File: src/rtl/csbus_pkg.sv
package csbus_pkg;

    typedef enum logic [1:0] {
        PH_IDLE = 2'd0,
        PH_DATA = 2'd1,
        PH_HOLD = 2'd2
    } phase_e;

endpackage

File: src/rtl/csbus_pin_sampler.sv
module csbus_pin_sampler #(
    parameter int PIN_W = 24
) (
    input  logic             clk,
    input  logic             rst,
    input  logic             pin_cs_n,
    input  logic [PIN_W-1:0] pin_ad,
    output logic [PIN_W-1:0] prev_ad,
    output logic             cs_fall
);

    typedef struct packed {
        logic [PIN_W-1:0] ad;
        logic             cs_n;
    } smp_t;

    smp_t s_d, s_q;

    always_comb begin
        s_d      = s_q;
        s_d.ad   = pin_ad;
        s_d.cs_n = pin_cs_n;
    end

    // Reset leaves the select copy "low" so that a select held low
    // through reset is never taken as a fresh falling edge.
    always_ff @(posedge clk) begin
        if (rst) begin
            s_q <= '0;
        end else begin
            s_q <= s_d;
        end
    end

    assign prev_ad = s_q.ad;
    assign cs_fall = s_q.cs_n & ~pin_cs_n;

endmodule

File: src/rtl/csbus_phase_ctrl.sv
module csbus_phase_ctrl
    import csbus_pkg::*;
#(
    parameter int ADDR_W = 24,
    parameter int DATA_W = 16
) (
    input  logic              clk,
    input  logic              rst,
    input  logic              cs_n,
    input  logic              cs_fall,
    input  logic [ADDR_W-1:0] prev_ad,
    input  logic [DATA_W-1:0] live_data,
    output logic              wr_stb,
    output logic [ADDR_W-1:0] wr_addr,
    output logic [DATA_W-1:0] wr_data
);

    typedef struct packed {
        phase_e            phase;
        logic [ADDR_W-1:0] addr_pend;
        logic [ADDR_W-1:0] addr_out;
        logic [DATA_W-1:0] data_out;
        logic              stb;
    } ctl_t;

    ctl_t c_d, c_q;

    always_comb begin
        c_d     = c_q;
        c_d.stb = 1'b0;
        unique case (c_q.phase)
            PH_IDLE: begin
                if (cs_fall) begin
                    c_d.addr_pend = prev_ad;
                    c_d.phase     = PH_DATA;
                end
            end
            PH_DATA: begin
                if (cs_n) begin
                    c_d.phase = PH_IDLE;
                end else begin
                    c_d.addr_out = c_q.addr_pend;
                    c_d.data_out = live_data;
                    c_d.stb      = 1'b1;
                    c_d.phase    = PH_HOLD;
                end
            end
            PH_HOLD: begin
                if (cs_n) begin
                    c_d.phase = PH_IDLE;
                end
            end
            default: begin
                c_d.phase = PH_IDLE;
            end
        endcase
    end

    always_ff @(posedge clk) begin
        if (rst) begin
            c_q       <= '0;
            c_q.phase <= PH_IDLE;
        end else begin
            c_q <= c_d;
        end
    end

    assign wr_stb  = c_q.stb;
    assign wr_addr = c_q.addr_out;
    assign wr_data = c_q.data_out;

endmodule

File: src/rtl/csbus_demux.sv
module csbus_demux #(
    parameter int PIN_W  = 24,
    parameter int DATA_W = 16
) (
    input  logic              clk,
    input  logic              rst,
    input  logic              bus_cs_n,
    input  logic [PIN_W-1:0]  bus_ad,
    output logic              wr_stb,
    output logic [PIN_W-1:0]  wr_addr,
    output logic [DATA_W-1:0] wr_data
);

    localparam int ADDR_W = PIN_W;

    logic [ADDR_W-1:0] prev_ad;
    logic              cs_fall;

    csbus_pin_sampler #(
        .PIN_W (PIN_W)
    ) u_sampler (
        .clk      (clk),
        .rst      (rst),
        .pin_cs_n (bus_cs_n),
        .pin_ad   (bus_ad),
        .prev_ad  (prev_ad),
        .cs_fall  (cs_fall)
    );

    csbus_phase_ctrl #(
        .ADDR_W (ADDR_W),
        .DATA_W (DATA_W)
    ) u_ctrl (
        .clk       (clk),
        .rst       (rst),
        .cs_n      (bus_cs_n),
        .cs_fall   (cs_fall),
        .prev_ad   (prev_ad),
        .live_data (bus_ad[DATA_W-1:0]),
        .wr_stb    (wr_stb),
        .wr_addr   (wr_addr),
        .wr_data   (wr_data)
    );

endmodule

File: config.mk
export PLATFORM = sky130hd
export DESIGN_NAME = csbus_demux
export DESIGN_NICKNAME = d
export VERILOG_FILES = /design/src/rtl/csbus_pkg.sv /design/src/rtl/csbus_pin_sampler.sv /design/src/rtl/csbus_phase_ctrl.sv /design/src/rtl/csbus_demux.sv
export SDC_FILE = /design/constraint.sdc
export NUM_CORES = 1
export LEC_CHECK = 0
export ABC_AREA = 1
export CORE_MARGIN = 8
export CORE_UTILIZATION = 47
export CTS_BUF_LIST = sky130_fd_sc_hd__clkbuf_4 sky130_fd_sc_hd__clkbuf_8 sky130_fd_sc_hd__clkbuf_16
export CTS_CLUSTER_SIZE = 20
export DETAILED_ROUTE_END_ITERATION = 16
export MAX_ROUTING_LAYER = met4
export PLACE_DENSITY = 0.76
export SLEW_MARGIN = 20
export SYNTH_ARGS = -nofsm -noshare
export SYNTH_HDL_FRONTEND = slang
export SYNTH_SLANG_ARGS = --single-unit
File: constraint.sdc
create_clock -name clk -period 1.2 [get_ports clk]
set_clock_uncertainty 0.15 [all_clocks]
set_input_delay 0.18 -clock clk [delete_from_list [all_inputs] [get_ports clk]]
set_output_delay 0.18 -clock clk [all_outputs]
set_load 0.02 [all_outputs]
### Word-level counts from Yosys, hierarchy flattened

Index checks and enable logic that the tools add are counted.

| operators by class | value |
|---|---|
| eq/ne operators | 4 |
| mux-type cells | 5 |
| bitwise logic cells | 3 |
| reduce and logical (&&, ||, !) cells | 5 |

Operators with widths:

| cell | number |
|---|---|
| $mux W26 | 1 |
| $pmux W2 S3 | 1 |
| $reduce_and A2 Y1 | 3 |
| $mux W2 | 2 |
| $ne A2 B2 Y1 const B | 2 |
| $eq A2 B1 Y1 const B | 1 |
| $eq A2 B2 Y1 const B | 1 |
| $logic_not A2 Y1 | 1 |
| $not A1 Y1 | 2 |
| $reduce_or A2 Y1 | 1 |
| $and A1 B1 Y1 | 1 |
| $mux W1 | 1 |

| storage, ports and cells | value |
|---|---|
| flip-flop bits (word level) | 92 |
| input bits | 27 |
| output and inout port bits | 41 |
| word-level logic and storage cells | 24 |

### Depth between registers and ports, before layout

Gate-level depths: netlist of run 1.

| logic depth | value |
|---|---|
| depth in word-level cells | 4 |
| mapped depth | 6 |
| mapped depth without buffers | 5 |

### By module

Synthesis of run 1 repeated with hierarchy kept, for this count alone.

| second synthesis, totals | value |
|---|---|
| cells, all modules | 542 |
| area total of the unflattened synthesis | 3951.3 sq um |

Modules (own cells, without submodules):

| module | times used | cells each | area each (sq um) | sequential area each (sq um) |
|---|---|---|---|---|
| csbus_phase_ctrl | 1 | 438 | 3039.2 | 1341.3 |
| csbus_pin_sampler | 1 | 104 | 912.1 | 500.5 |

### Worst setup path after synthesis of run 1

Ideal clock, no wire load.

| timing path | value |
|---|---|
| path kind | register to register |
| start point | register u_ctrl.c_q[65] (netlist name) |
| end point | register u_ctrl.c_q[59] (netlist name) |
| library setup time | 0.115 ns |
| arrival time | 0.956 ns |
| required time | 0.935 ns |
| setup slack | -0.021 ns |
| cell stages (with the launch flop) | 7 |
| buffers on the path | 2 |
| clock period less this slack | 1.221 ns |
| cells stage by stage | dfxtp_1 -> buf_2 -> nor2_2 -> buf_2 -> nand3_1 -> nand2_1 -> nor2_1 |

| on the way | value |
|---|---|
| word-level cells in the longest chain between the ends | 2 |

RTL lines:

| what | RTL line | RTL |
|---|---|---|
| from (decl) | csbus_phase_ctrl.sv:26 | `ctl_t c_d, c_q;` |
| $logic_not A2 Y1 | csbus_phase_ctrl.sv:31 | `unique case (c_q.phase)` |
| $reduce_and A2 Y1 (no source line) | - |  |

No other way between the ends.
A chain may end at the register's enable or synchronous reset.

### Final worst setup path of run 1

| timing path | value |
|---|---|
| start point | register u_ctrl.c_q[65] (netlist name) |
| end point | register u_ctrl.c_q[46] (netlist name) |

The elaborated chain is that of the path after synthesis.

==> results.md, run 1 <==
- Measured against its own limit, the worst slew margin works out to 83.46%.
- Setup slack on the critical path of the routed design comes to -119.5 ps.
- The cell taking the most area after synthesis is dfxtp_1.
- The detailed router placed approximately 3400 vias in this run.
- Data on the critical path arrives at its endpoint at 1440 ps.
- The number of endpoints with negative hold slack in the final report came to 0.
- The tree is rooted in a clkbuf_8.
- The slew at the pin closest to its max-slew limit is between 200 and 250 ps.
- After synthesis, the mean cell area works out to 7.510 um2.
- The setup violation total in the final timing report is 60.
- The worst min-delay path class is input port to flip-flop.
- The clock transition at the registers of the reported paths is 100 ps.
- The vertical die dimension is ~110 um.
- After floorplanning, the core was sized to cover 8051 um2.
- In the final routed layout, each cell accounts on average for between 15 and 20 um.
- The highest fanout seen on the critical path is 6.
- The number of nets in the synthesized netlist is roughly 540.
- The congestion estimate from routability-driven global placement came to around 0.75.
- The worst hold path passes through 3 cells.
- The floorplan has 33 rows.
- Setup repair after global routing could not meet its margin everywhere.
- The first global-routing pass estimated 13630 um of wire.
- The worst hold path begins at bus_cs_n.
- Measured along the x axis, the die boundary spans 106.2 um.
- The port buffer count is 67.
- Hold is met by 112.6 ps.
- The setup path with the least slack is of type flip-flop to flip-flop.
- The finished layout cell area is 5326 um2.
- The antenna cell count is 0.
- STA classifies the critical path endpoint as a flip-flop.
- The required arrival time at the worst endpoint is 1320 ps.
- The maximum level of the CTS H-tree is 3.
- The number of buffers created by CTS is 9.
- The portion of synthesized area spent on multiplexers is 0%.
- The destination of the worst register-to-register timing path is u_ctrl.c_q[46]$_SDFFE_PP0P_.
- The leakage dissipation is approximately 2.3 nW.
- For the finished layout, the period the worst path requires is 1320 ps.
- The final reports fail on negative setup slack.
- The count of routing violations after the opening detailed-route iteration is about 230.
- The via count of the first global-routing pass is 2906.
- The clock drives 92 sinks.
- The synthesized-area fraction occupied by ao, oa, aoi and oai cells is 8.511%.
- The startpoint of the most critical register-to-register path is u_ctrl.c_q[65]$_SDFFE_PP0P_.
- The worst hold path endpoint is u_sampler.s_q[0]$_SDFF_PP0_.
- The initial antenna violation count is 0.
- After synthesis, flip-flops and latches occupy 48.18% of the total area.
- The number of nets with antenna violations after detailed routing is 0.
- The initial standard-cell utilization of the core is 47.47%.
- Counting along the longest clock path gives a buffer depth of 2.
- The flow ran to the end, but the final reports show violations.
- The worst setup path is launched from a flip-flop.
- The net total in the final layout is 586.
- Of the total synthesized cell area, the portion taken by AND, OR, NAND and NOR gates is 26.09%.
- Synthesis produced 509 cells.
- The detailed-route vias per instance is 5.034.
- The count of final max-slew check failures is 0.
- The floorplan step defined a die boundary enclosing 11270 um2.
- Power spread over the standard cell area amounts to about 1200 nW/um2.
- Counting cells, the worst reg-to-reg path comes to 6.
- The number of different library cells used by synthesis comes to 14.
- The synthesized cell area is ~3800 um2.
- Yosys attributes the largest share of cell area to dfxtp_1, nor2_1, a21oi_1.
- Across the VDD grid, the largest voltage drop is approximately 0.6 mV.
- Cells with a size suffix above 1 make up 34.93% of the layout.
- The proportion of netlist area held by the largest area contributor is 48.18%.
- In this run the cell area measured after placement is 4372 um2.
- Timing would allow up to 0.7579 GHz.
- The iteration count of the initial detailed-routing pass is 5.
- The worst setup slack after placement is -458.5 ps.
- The pin count of the biggest net entering global routing is 39.
- The sum of overflow across all layers after global routing is 0.
- The total of flip-flops plus latches after synthesis is 92.
- For this run, design rule violations remaining after detail routing come to 0.
- The number of max-capacitance violations reported is 0.
- The wire length reported by the detailed router is 10440 um.
- After layout, the worst path uses 110.0% of the clock period.
- The main combinational cell family by area after synthesis is simple AND/OR/NAND/NOR gates.
- For this run, the total global-route usage over all layers was measured as 15.08%.
- During synthesis, Yosys emitted a total of 0 warnings.
- The reg-to-reg setup timing slack is -120 ps.
- Summing the areas of all fa, ha and maj instances in the mapped netlist gives 0% of the synthesized area.
- 68 I/O pins were placed.
- After filler insertion, the fill cell instance count of the layout stands at between 500 and 600.
- At the later pin of the worst-skew pair, clock insertion delay measures 380 ps.
- The area overhead of the layout relative to synthesis is 39.35%.
- After Yosys synthesis, XOR and XNOR cells account for 0% of the synthesized area.
- The number of hold buffers added after CTS was 0.
- The placed wire-length estimate is ~5300 um.
- TritonCTS built the clock tree.
area by class of cell:
class	count	area, um2	area share (%)
clock buffer	10	137.6	2.584
clock inverter	6	87.58	1.644
sequential	92	1897	35.61
inverter	51	191.4	3.594
multi-input combinational	290	1563	29.34
timing repair buffer	115	1319	24.76
tap	105	131.4	2.467
Yosys cell counts:
| cell type | count |
|---|---|
| nor2_1 | 91 |
| buf_4 | 43 |
| buf_2 | 16 |
| dfxtp_1 | 92 |
| nand2_1 | 67 |
| buf_1 | 15 |
| nand3b_1 | 24 |
| a21oi_1 | 65 |
| clkbuf_1 | 2 |
| nand3_1 | 40 |
| inv_2 | 1 |
| nor2_2 | 2 |
| nor2_4 | 1 |
| inv_1 | 50 |
kinds of logic after synthesis:
| logic type | count (synthesis) |
|---|---|
| AO/OA/AOI/OAI | 65 |
| buffers and inverters | 127 |
| AND/OR/NAND/NOR | 225 |
| flip-flops | 92 |
power breakdown:
| group | internal (W) | total (W) | switching (W) |
|---|---|---|---|
| combinational | 0.000472 | 0.000963 | 0.000491 |
| sequential | 0.00317 | 0.00323 | 0.0000626 |
| clock | 0.00123 | 0.00233 | 0.00110 |
metrics by stage:
| stage | power [W] | TNS (ps) | util (%) | cells |
|---|---|---|---|---|
| finish | 0.006518 | -2939 | 66.15 | 669 |
| CTS | 0.006239 | -1737 | 56.85 | 644 |
| floorplan | 0.003723 | -30.35 | - | 509 |
| global placement | 0.003932 | -28100 | 54.30 | 626 |
| detailed placement | 0.003946 | -29950 | 54.30 | 626 |
| global route | 0.006761 | -6862 | 66.15 | 669 |
layout by cell type (no fill, tap or decap), types with 6 or more instances in the layout:
master and instances:
a21oi_1 43, a21oi_2 20, buf_12 10, buf_4 42, buf_6 25, clkbuf_16 8
clkbuf_8 10, clkdlybuf4s50_1 25, dfxtp_1 52, dfxtp_2 38, inv_1 50, nand2_1 61
nand2_2 6, nand3_1 22, nand3_2 15, nand3b_1 24, nor2_1 89
worst max path at each step:
stage,startpoint,end,cells after the start
after detailed placement,bus_cs_n,u_ctrl.wr_data[10]$_SDFFE_PP0P_,6
after CTS,u_ctrl.c_q[66]$_SDFFE_PP0P_,u_ctrl.wr_data[0]$_SDFFE_PP0P_,5
final,u_ctrl.c_q[65]$_SDFFE_PP0P_,u_ctrl.c_q[46]$_SDFFE_PP0P_,6
after floorplan,u_ctrl.c_q[65]$_SDFFE_PP0P_,u_ctrl.wr_data[10]$_SDFFE_PP0P_,5
after global routing,u_ctrl.c_q[65]$_SDFFE_PP0P_,u_ctrl.c_q[46]$_SDFFE_PP0P_,6
after global placement,bus_cs_n,u_ctrl.wr_addr[19]$_SDFFE_PP0P_,6
state kept, by name, indices dropped and copies added, names as in the netlist:
| register | flops |
|---|---|
| u_ctrl.wr_data | 16 |
| u_ctrl.wr_stb | 1 |
| u_sampler.prev_ad | 24 |
| u_ctrl.c_q | 26 |
| u_sampler.s_q | 1 |
| u_ctrl.wr_addr | 24 |
metal layers:
metal	wire length [um]	track usage, %	up-vias	part of all wire, %
met2	5145	22.83	118	49
met3	643	3.811	23	6.2
li1	-	-	1650	-
met4	295	6.332	0	2.8
met5	0	-	-	0
met1	4357	18.75	1577	42
worst max-delay path, cell delays in order, from the launching register on:
cell	delay [ps]
dfxtp_4	390
nor2_4	110
buf_12	150
clkbuf_16	150
nand3_1	100
nand2_1	100
nor2_1	50
timing repair:
item,in CTS,in global routing
gates resized for setup,217,104
endpoints found under the setup margin,80,100
gates cloned,1,15
pin swaps,1,16
buffers inserted,1,10
Power figures use the tool's default switching activity.
==> inputs of run 2 (changes only) <==
Settings changed: TNS_END_PERCENT from default to 5.
==> results.md, run 2 (synthesized netlist as in run 1, its figures left out) <==
- The tree is rooted in a clkbuf_8.
- The wire length reported by the detailed router is 8011 um (-23%).
- Setup repair after global routing could not meet its margin everywhere.
- The final routed DRC violation total is 0 (unchanged).
- The count of final max-slew check failures is 0 (unchanged).
- STA classifies the critical path startpoint as a flip-flop.
- The number of nets with antenna violations after detailed routing came to 0 (unchanged).
- The clock transition at the registers of the reported paths was 80 ps (-20 ps).
- The highest fanout seen on the critical path is 17 (+11).
- The critical path ends at u_ctrl.wr_addr[12]$_SDFFE_PP0P_.
- The reg-to-reg setup timing slack was -100 ps (+20 ps).
- The slew at the pin closest to its max-slew limit came to 283.7 ps (+35.66 ps).
- The clock latency reported for the late side of the worst-skew pair is 350 ps (-30 ps).
- Leaving out fill and tap cells, the most frequent cells in the layout are nor2_1, dfxtp_1, nand2_1.
- The leakage dissipation was 2.090 nW (-11%).
- The global placement routability congestion is 0.7711 (+2.7%).
- The floorplan die width came to 106.2 um (unchanged).
- The port buffer count is 67 (unchanged).
- The number of endpoints with negative hold slack in the final report is 0 (unchanged).
- The placed wire-length estimate is 5348 um (+1.3%).
- The final clock period utilization by the worst path is 108.6% (-1.4 points).
- The TritonCTS sink count is 92 (unchanged).
- The number of placement rows was 33 (unchanged).
- The setup violation total in the final timing report is 42 (-30%).
- The vertical die dimension is 106.2 um (unchanged).
- The number of buffers created by CTS is 9 (unchanged).
- The worst setup path is captured at a flip-flop.
- The final cell count without fillers is 647 (-3.3%).
- The count of routing violations after the opening detailed-route iteration is 123 (-46%).
- The worst register-to-register path begins at u_ctrl.c_q[66]$_SDFFE_PP0P_.
- The clock group share of total power is 34.6% (-1.1 points).
- The routed wire length per instance came to 12.38 um (-21%).
- The cell area after placement is 4417 um2 (+1.0%).
- The total routing resource utilization after global routing is 14.93% (-0.16 points).
- The checks that failed: negative setup slack.
- The net total in the final layout is 564 (-3.8%).
- The number of buffers added to fix hold violations after cts is 0 (unchanged).
- The sum of negative setup slack was -3079 ps (-140.1 ps).
- The initial antenna violation count is 0 (unchanged).
- The required arrival time at the worst endpoint came to 1300 ps (-20 ps).
- The total I/O pin count is 68 (unchanged).
- The initial standard-cell utilization of the core came to 47.47% (unchanged).
- The register with the most flip-flops in the final layout is u_ctrl.c_q.
- The largest buffer count on any clock path was 2 (unchanged).
- The relative slew slack came to 81.08% (-2.4 points).
- The iteration count of the initial detailed-routing pass is 4 (-1).
- The number of vias after detailed routing is 3074 (-8.7%).
- The peak ir drop on the vdd network came to 0.6940 mV (+17%).
- The number of flip-flops in the largest register is 26 (unchanged).
- The internal power summed over all cells was 0.004567 W (-6.2%).
- The TritonCTS clock tree is done.
- The maximum level of the CTS H-tree was 3 (unchanged).
- The share of layout cells above drive strength 1 is 20.30% (-15 points).
- The post-route total power is 0.005999 W (-8.0%).
- The data arrival at the endpoint of the critical path was 1400 ps (-40 ps).
- The area enclosed by the die boundary was 11270 um2 (unchanged).
- The switching power came to 0.001433 W (-13%).
- The via count of the first global-routing pass was 2909 (+0.10%).
- The fraction of power consumed by combinational cells came to 11.8% (-3.0 points).
- The area overhead of the layout relative to synthesis is 21.01%.
- The number of placed instances with taps included was 627 (+0.16%).
- The detailed-route vias per instance is 4.751 (-5.6%).
- The finished layout cell area is 4626 um2 (-13%).
- The wire length of the first global-routing pass is 13600 um (-0.26%).
- The share of power burned in registers is 53.6% (+4.1 points).
- The worst hold path belongs to the class input port to flip-flop.
- The most common cell after layout, fill and taps aside is nor2_1.
- The final critical delay including setup and external delays is 1303 ps (-16.25 ps).
- The sum of overflow across all layers after global routing came to 0 (unchanged).
- The flow ran to the end, but the final reports show violations.
- The destination of the worst register-to-register timing path is u_ctrl.wr_addr[12]$_SDFFE_PP0P_.
- The pin count of the biggest net entering global routing came to 53 (+36%).
- The number of max-capacitance violations reported came to 0 (unchanged).
- The fraction of power spent switching nets was 23.88% (-1.4 points).
- The fmax is 0.7673 GHz (+1.2%).
- The critical path class is flip-flop to flip-flop.
- The worst hold slack across all endpoints is 130.4 ps (+17.86 ps).
- The final worst slack is -103.3 ps (+16.25 ps).
- The antenna cell count is 0 (unchanged).
- The number of cell instances on the worst register-to-register path is 6 (unchanged).
- The worst setup path startpoint is u_ctrl.c_q[66]$_SDFFE_PP0P_.
- The area of the placeable core is 8051 um2 (unchanged).
- The areal power density over the cells is 1297 nW/um2 (+6.0%).
[run 2: cell count changes in the layout (fill, tap and decap cells not counted), moves of 3 or more]
cell,before,now
nand3_2,15,0
a21oi_1,43,64
buf_4,42,53
nand3_1,22,40
nand2_2,6,0
buf_6,25,1
dfxtp_2,38,22
buf_12,10,7
a21oi_2,20,1
nand3_4,3,0
dfxtp_1,52,70
clkbuf_16,8,1
nand2_1,61,67
[run 2: repair_timing]
action | CTS | global route
gates cloned | 1 | 1
pin swaps | 1 | 2
resized for setup | 174 | 44
hold endpoints to repair | 0 | 0
endpoints found under the setup margin | 83 | 101
setup buffers | 2 | 0
[run 2: layout make-up]
cell class                      instances  area, um2
Fill cell                             734       3426
Sequential cell                        92       1869
Multi-Input combinational cell        290       1336
Timing Repair Buffer                   93      895.9
Inverter                               51      191.4
Clock buffer                           12      152.6
Tap cell                              105      131.4
Clock inverter                          4      48.80
[run 2: routing by layer]
metal	track usage [%]	vias up	wire length [um]
met3	4.477	9	454
met1	18.54	1394	3739
met2	22.34	71	3702
li1	-	1600	-
met5	-	-	0
met4	5.729	0	114
[run 2: worst min-delay path by stage]
stage                                      from  cells after the start                               end  slack (ps)
floorplan                            bus_ad[16]                      2  u_sampler.prev_ad[16]$_SDFF_PP0_         140
global placement    u_ctrl.c_q[63]$_SDFFE_PP0P_                      2       u_ctrl.c_q[63]$_SDFFE_PP0P_         300
detailed placement  u_ctrl.c_q[43]$_SDFFE_PP0P_                      2       u_ctrl.c_q[43]$_SDFFE_PP0P_         310
CTS                                    bus_cs_n                      3       u_sampler.s_q[0]$_SDFF_PP0_         120
global route                           bus_cs_n                      3       u_sampler.s_q[0]$_SDFF_PP0_         130
finish                                 bus_cs_n                      3       u_sampler.s_q[0]$_SDFF_PP0_         130
[run 2: critical path, stage by stage (launching register included)]
cell and delay [ps]:
dfxtp_2 360, nor2_4 180, buf_4 170, buf_12 140
nand3b_1 90, nand2_1 70, nor2_1 40
[run 2: metrics by stage]
step                      util, %  worst slack, ps
after floorplan                 -           -3.289
final                       57.45           -103.3
after CTS                   56.02           -74.93
after global placement      54.86           -398.5
after detailed placement    54.86           -447.1
after global routing        57.45           -170.9
[run 2: power by group through the flow]
| stage | Combinational [W] | Sequential, W | Clock (W) |
|---|---|---|---|
| floorplan | 0.000453 | 0.00327 | 0 |
| global placement | 0.000669 | 0.00328 | 0 |
| detailed placement | 0.000680 | 0.00328 | 0 |
| CTS | 0.000688 | 0.00321 | 0.00210 |
| global route | 0.000786 | 0.00323 | 0.00222 |
| finish | 0.000709 | 0.00321 | 0.00208 |
==> inputs of run 3 (changes only) <==
Settings changed: MAX_ROUTING_LAYER met4 to default.
==> results.md, run 3 (synthesized netlist as in run 1, its figures left out) <==
- The flow ran to the end, but the final reports show violations.
- The checks that failed: negative setup slack.
- The sum of negative setup slack is -3111 ps (-31.71 ps).
- The sum of overflow across all layers after global routing is 0 (unchanged).
- The highest fanout seen on the critical path is 17 (unchanged).
- The number of buffers created by CTS is 9 (unchanged).
- The area occupied by multi-input gates is 1336 um2 (unchanged).
- The global placement routability congestion is 0.7611 (-1.3%).
- The peak ir drop on the vdd network is 0.6974 mV (+0.50%).
- The number of flip-flops in the largest register is 26 (unchanged).
- The port buffer count was 67 (unchanged).
- The sequential cell area is 1869 um2 (unchanged).
- The via count of the first global-routing pass is 2908 (-0.034%).
- The final cell count without fillers is 647 (unchanged).
- By startpoint and endpoint, the worst setup path is classified as flip-flop to flip-flop.
- The final clock period utilization by the worst path came to 108.8% (+0.23 points).
- The count of final max-slew check failures is 0 (unchanged).
- The number of endpoints with negative hold slack in the final report is 0 (unchanged).
- The clock latency reported for the late side of the worst-skew pair came to 350 ps (about the same).
- The placed wire-length estimate is 5348 um (unchanged).
- The pin count of the biggest net entering global routing is 53 (unchanged).
- In the layout the commonest cells are nor2_1, dfxtp_1, nand2_1.
- The signal on the critical path passes through nor2_4, buf_4, buf_12, nand3b_1, nand2_1, nor2_1.
- The TritonCTS sink count came to 92 (unchanged).
- The final critical delay including setup and external delays is 1306 ps (+2.736 ps).
- The iteration count of the initial detailed-routing pass is 4 (unchanged).
- The number of max-capacitance violations reported is 0 (unchanged).
- The setup violation total in the final timing report came to 42 (unchanged).
- In this design, the largest share of critical-path delay is due to simple AND/OR/NAND/NOR gates.
- The initial standard-cell utilization of the core was 47.47% (unchanged).
- The antenna cell count is 0 (unchanged).
- The fmax was 0.7657 GHz (-0.21%).
- The stage delay of the slowest cell on the critical path is 360 ps (about the same).
- The leakage dissipation is 2.090 nW (unchanged).
- The number of buffers added to fix hold violations after cts came to 0 (unchanged).
- The worst hold path belongs to the class input port to flip-flop.
- More flip-flops sit in one register than any other, and that register is u_ctrl.c_q.
- The routed wire length per instance came to 12.43 um (+0.42%).
- The detailed-route vias per instance is 4.736 (-0.33%).
- The number of fill cells in the layout came to 734 (unchanged).
- The number of vias after detailed routing is 3064 (-0.33%).
- The type of element launching the critical path is a flip-flop.
- The most common cell after layout, fill and taps aside is nor2_1.
- CTS placed an instance of clkbuf_8 at the clock tree root.
- The number of nets with antenna violations after detailed routing is 0 (unchanged).
- The area enclosed by the die boundary is 11270 um2 (unchanged).
- The data arrival at the endpoint of the critical path came to 1400 ps (about the same).
- The wire length of the first global-routing pass is 13590 um (about the same).
- The floorplan die width is 106.2 um (unchanged).
- Setup repair after global routing could not meet its margin everywhere.
- The number of buffer and inverter stages on the critical path is 2 (unchanged).
- The share of layout cells above drive strength 1 was 20.30% (unchanged).
- The relative slew slack is 80.70% (-0.39 points).
- The wire length reported by the detailed router is 8045 um (+0.42%).
- The area overhead of the layout relative to synthesis is 21.01% (unchanged).
- The vertical die dimension is 106.2 um (unchanged).
- The number of placed instances with taps included was 627 (unchanged).
- The count of routing violations after the opening detailed-route iteration is 161 (+31%).
- TritonCTS built the clock tree.
- The type of element capturing the critical path is a flip-flop.
- The reg-to-reg setup timing slack is -110 ps (about the same).
- The net total in the final layout came to 564 (unchanged).
- The areal power density over the cells is 1296 nW/um2 (about the same).
- The area of the placeable core is 8051 um2 (unchanged).
- On the critical path, the stage with the largest delay is an instance of dfxtp_2.
- The clock transition at the registers of the reported paths is 80 ps (about the same).
- The initial antenna violation count was 0 (unchanged).
- The final routed DRC violation total is 0 (unchanged).
- The number of placement rows is 33 (unchanged).
- The total I/O pin count is 68 (unchanged).
- The final worst slack came to -106.0 ps (-2.736 ps).
- The slew at the pin closest to its max-slew limit is 289.5 ps (+5.777 ps).
- The maximum level of the CTS H-tree is 3 (unchanged).
- The total routing resource utilization after global routing came to 14.51% (-0.41 points).
- The largest buffer count on any clock path was 2 (unchanged).
- The required arrival time at the worst endpoint is 1300 ps (about the same).
## run 3: cell type report
type	instances	area share, %
Sequential cell	92	40.41
Clock buffer	12	3.300
Multi-Input combinational cell	290	28.89
Inverter	51	4.138
Tap cell	105	2.840
Timing Repair Buffer	93	19.37
Clock inverter	4	1.055
## run 3: final timing paths
kind,from,cells past startpoint,end
worst max-delay path,u_ctrl.c_q[66]$_SDFFE_PP0P_,6,u_ctrl.wr_addr[12]$_SDFFE_PP0P_
worst min-delay path,bus_cs_n,3,u_sampler.s_q[0]$_SDFF_PP0_
worst max register to register,u_ctrl.c_q[66]$_SDFFE_PP0P_,6,u_ctrl.wr_addr[12]$_SDFFE_PP0P_
worst min register to register,u_ctrl.c_q[47]$_SDFFE_PP0P_,2,u_ctrl.c_q[47]$_SDFFE_PP0P_
## run 3: metrics by stage
| stage | util, % | hold slack (ps) | area (um2) | setup slack (ps) | power, W |
|---|---|---|---|---|---|
| 6_report | 57.45 | 129.3 | 4626 | -106.0 | 0.005996 |
| 5_1_grt | 57.45 | 130.7 | 4626 | -170.9 | 0.006238 |
| 4_1_cts | 56.02 | 124.1 | 4511 | -74.93 | 0.006001 |
| 3_5_place_dp | 54.86 | 311.4 | 4417 | -447.1 | 0.003963 |
| 3_3_place_gp | 54.86 | 303.8 | 4417 | -398.5 | 0.003951 |
| 2_1_floorplan | - | 137.0 | 3831 | -3.289 | 0.003721 |
## run 3: metal layers
layer / track usage (%) / wire (um) / vias to the layer above
li1: - / - / 1599
met1: 18.25 / 3731 / 1385
met2: 22.34 / 3662 / 72
met3: 5.021 / 538 / 8
met4: 5.729 / 113 / 0
met5: 0 / 0 / -
## run 3: repair_timing
| item | 4_1_cts | 5_1_grt |
|---|---|---|
| setup buffers | 2 | 0 |
| gates resized for setup | 174 | 44 |
| endpoints found under the hold margin | 0 | 0 |
| pin swaps | 1 | 2 |
| gates cloned | 1 | 1 |
| setup endpoints to repair | 83 | 101 |
## run 3: worst reg2reg max path: cells and delay by family, from the launching register on
| family | cells | cell delay [ps] |
|---|---|---|
| and+or+nand+nor | 4 | 380 |
| DFF | 1 | 360 |
| buffers and inverters | 2 | 310 |
## run 3: report_power, final
part           internal [W]  switching, W  total [W]
Sequential          0.00317     0.0000474    0.00321
Clock               0.00106       0.00101    0.00207
Combinational      0.000335      0.000374   0.000709
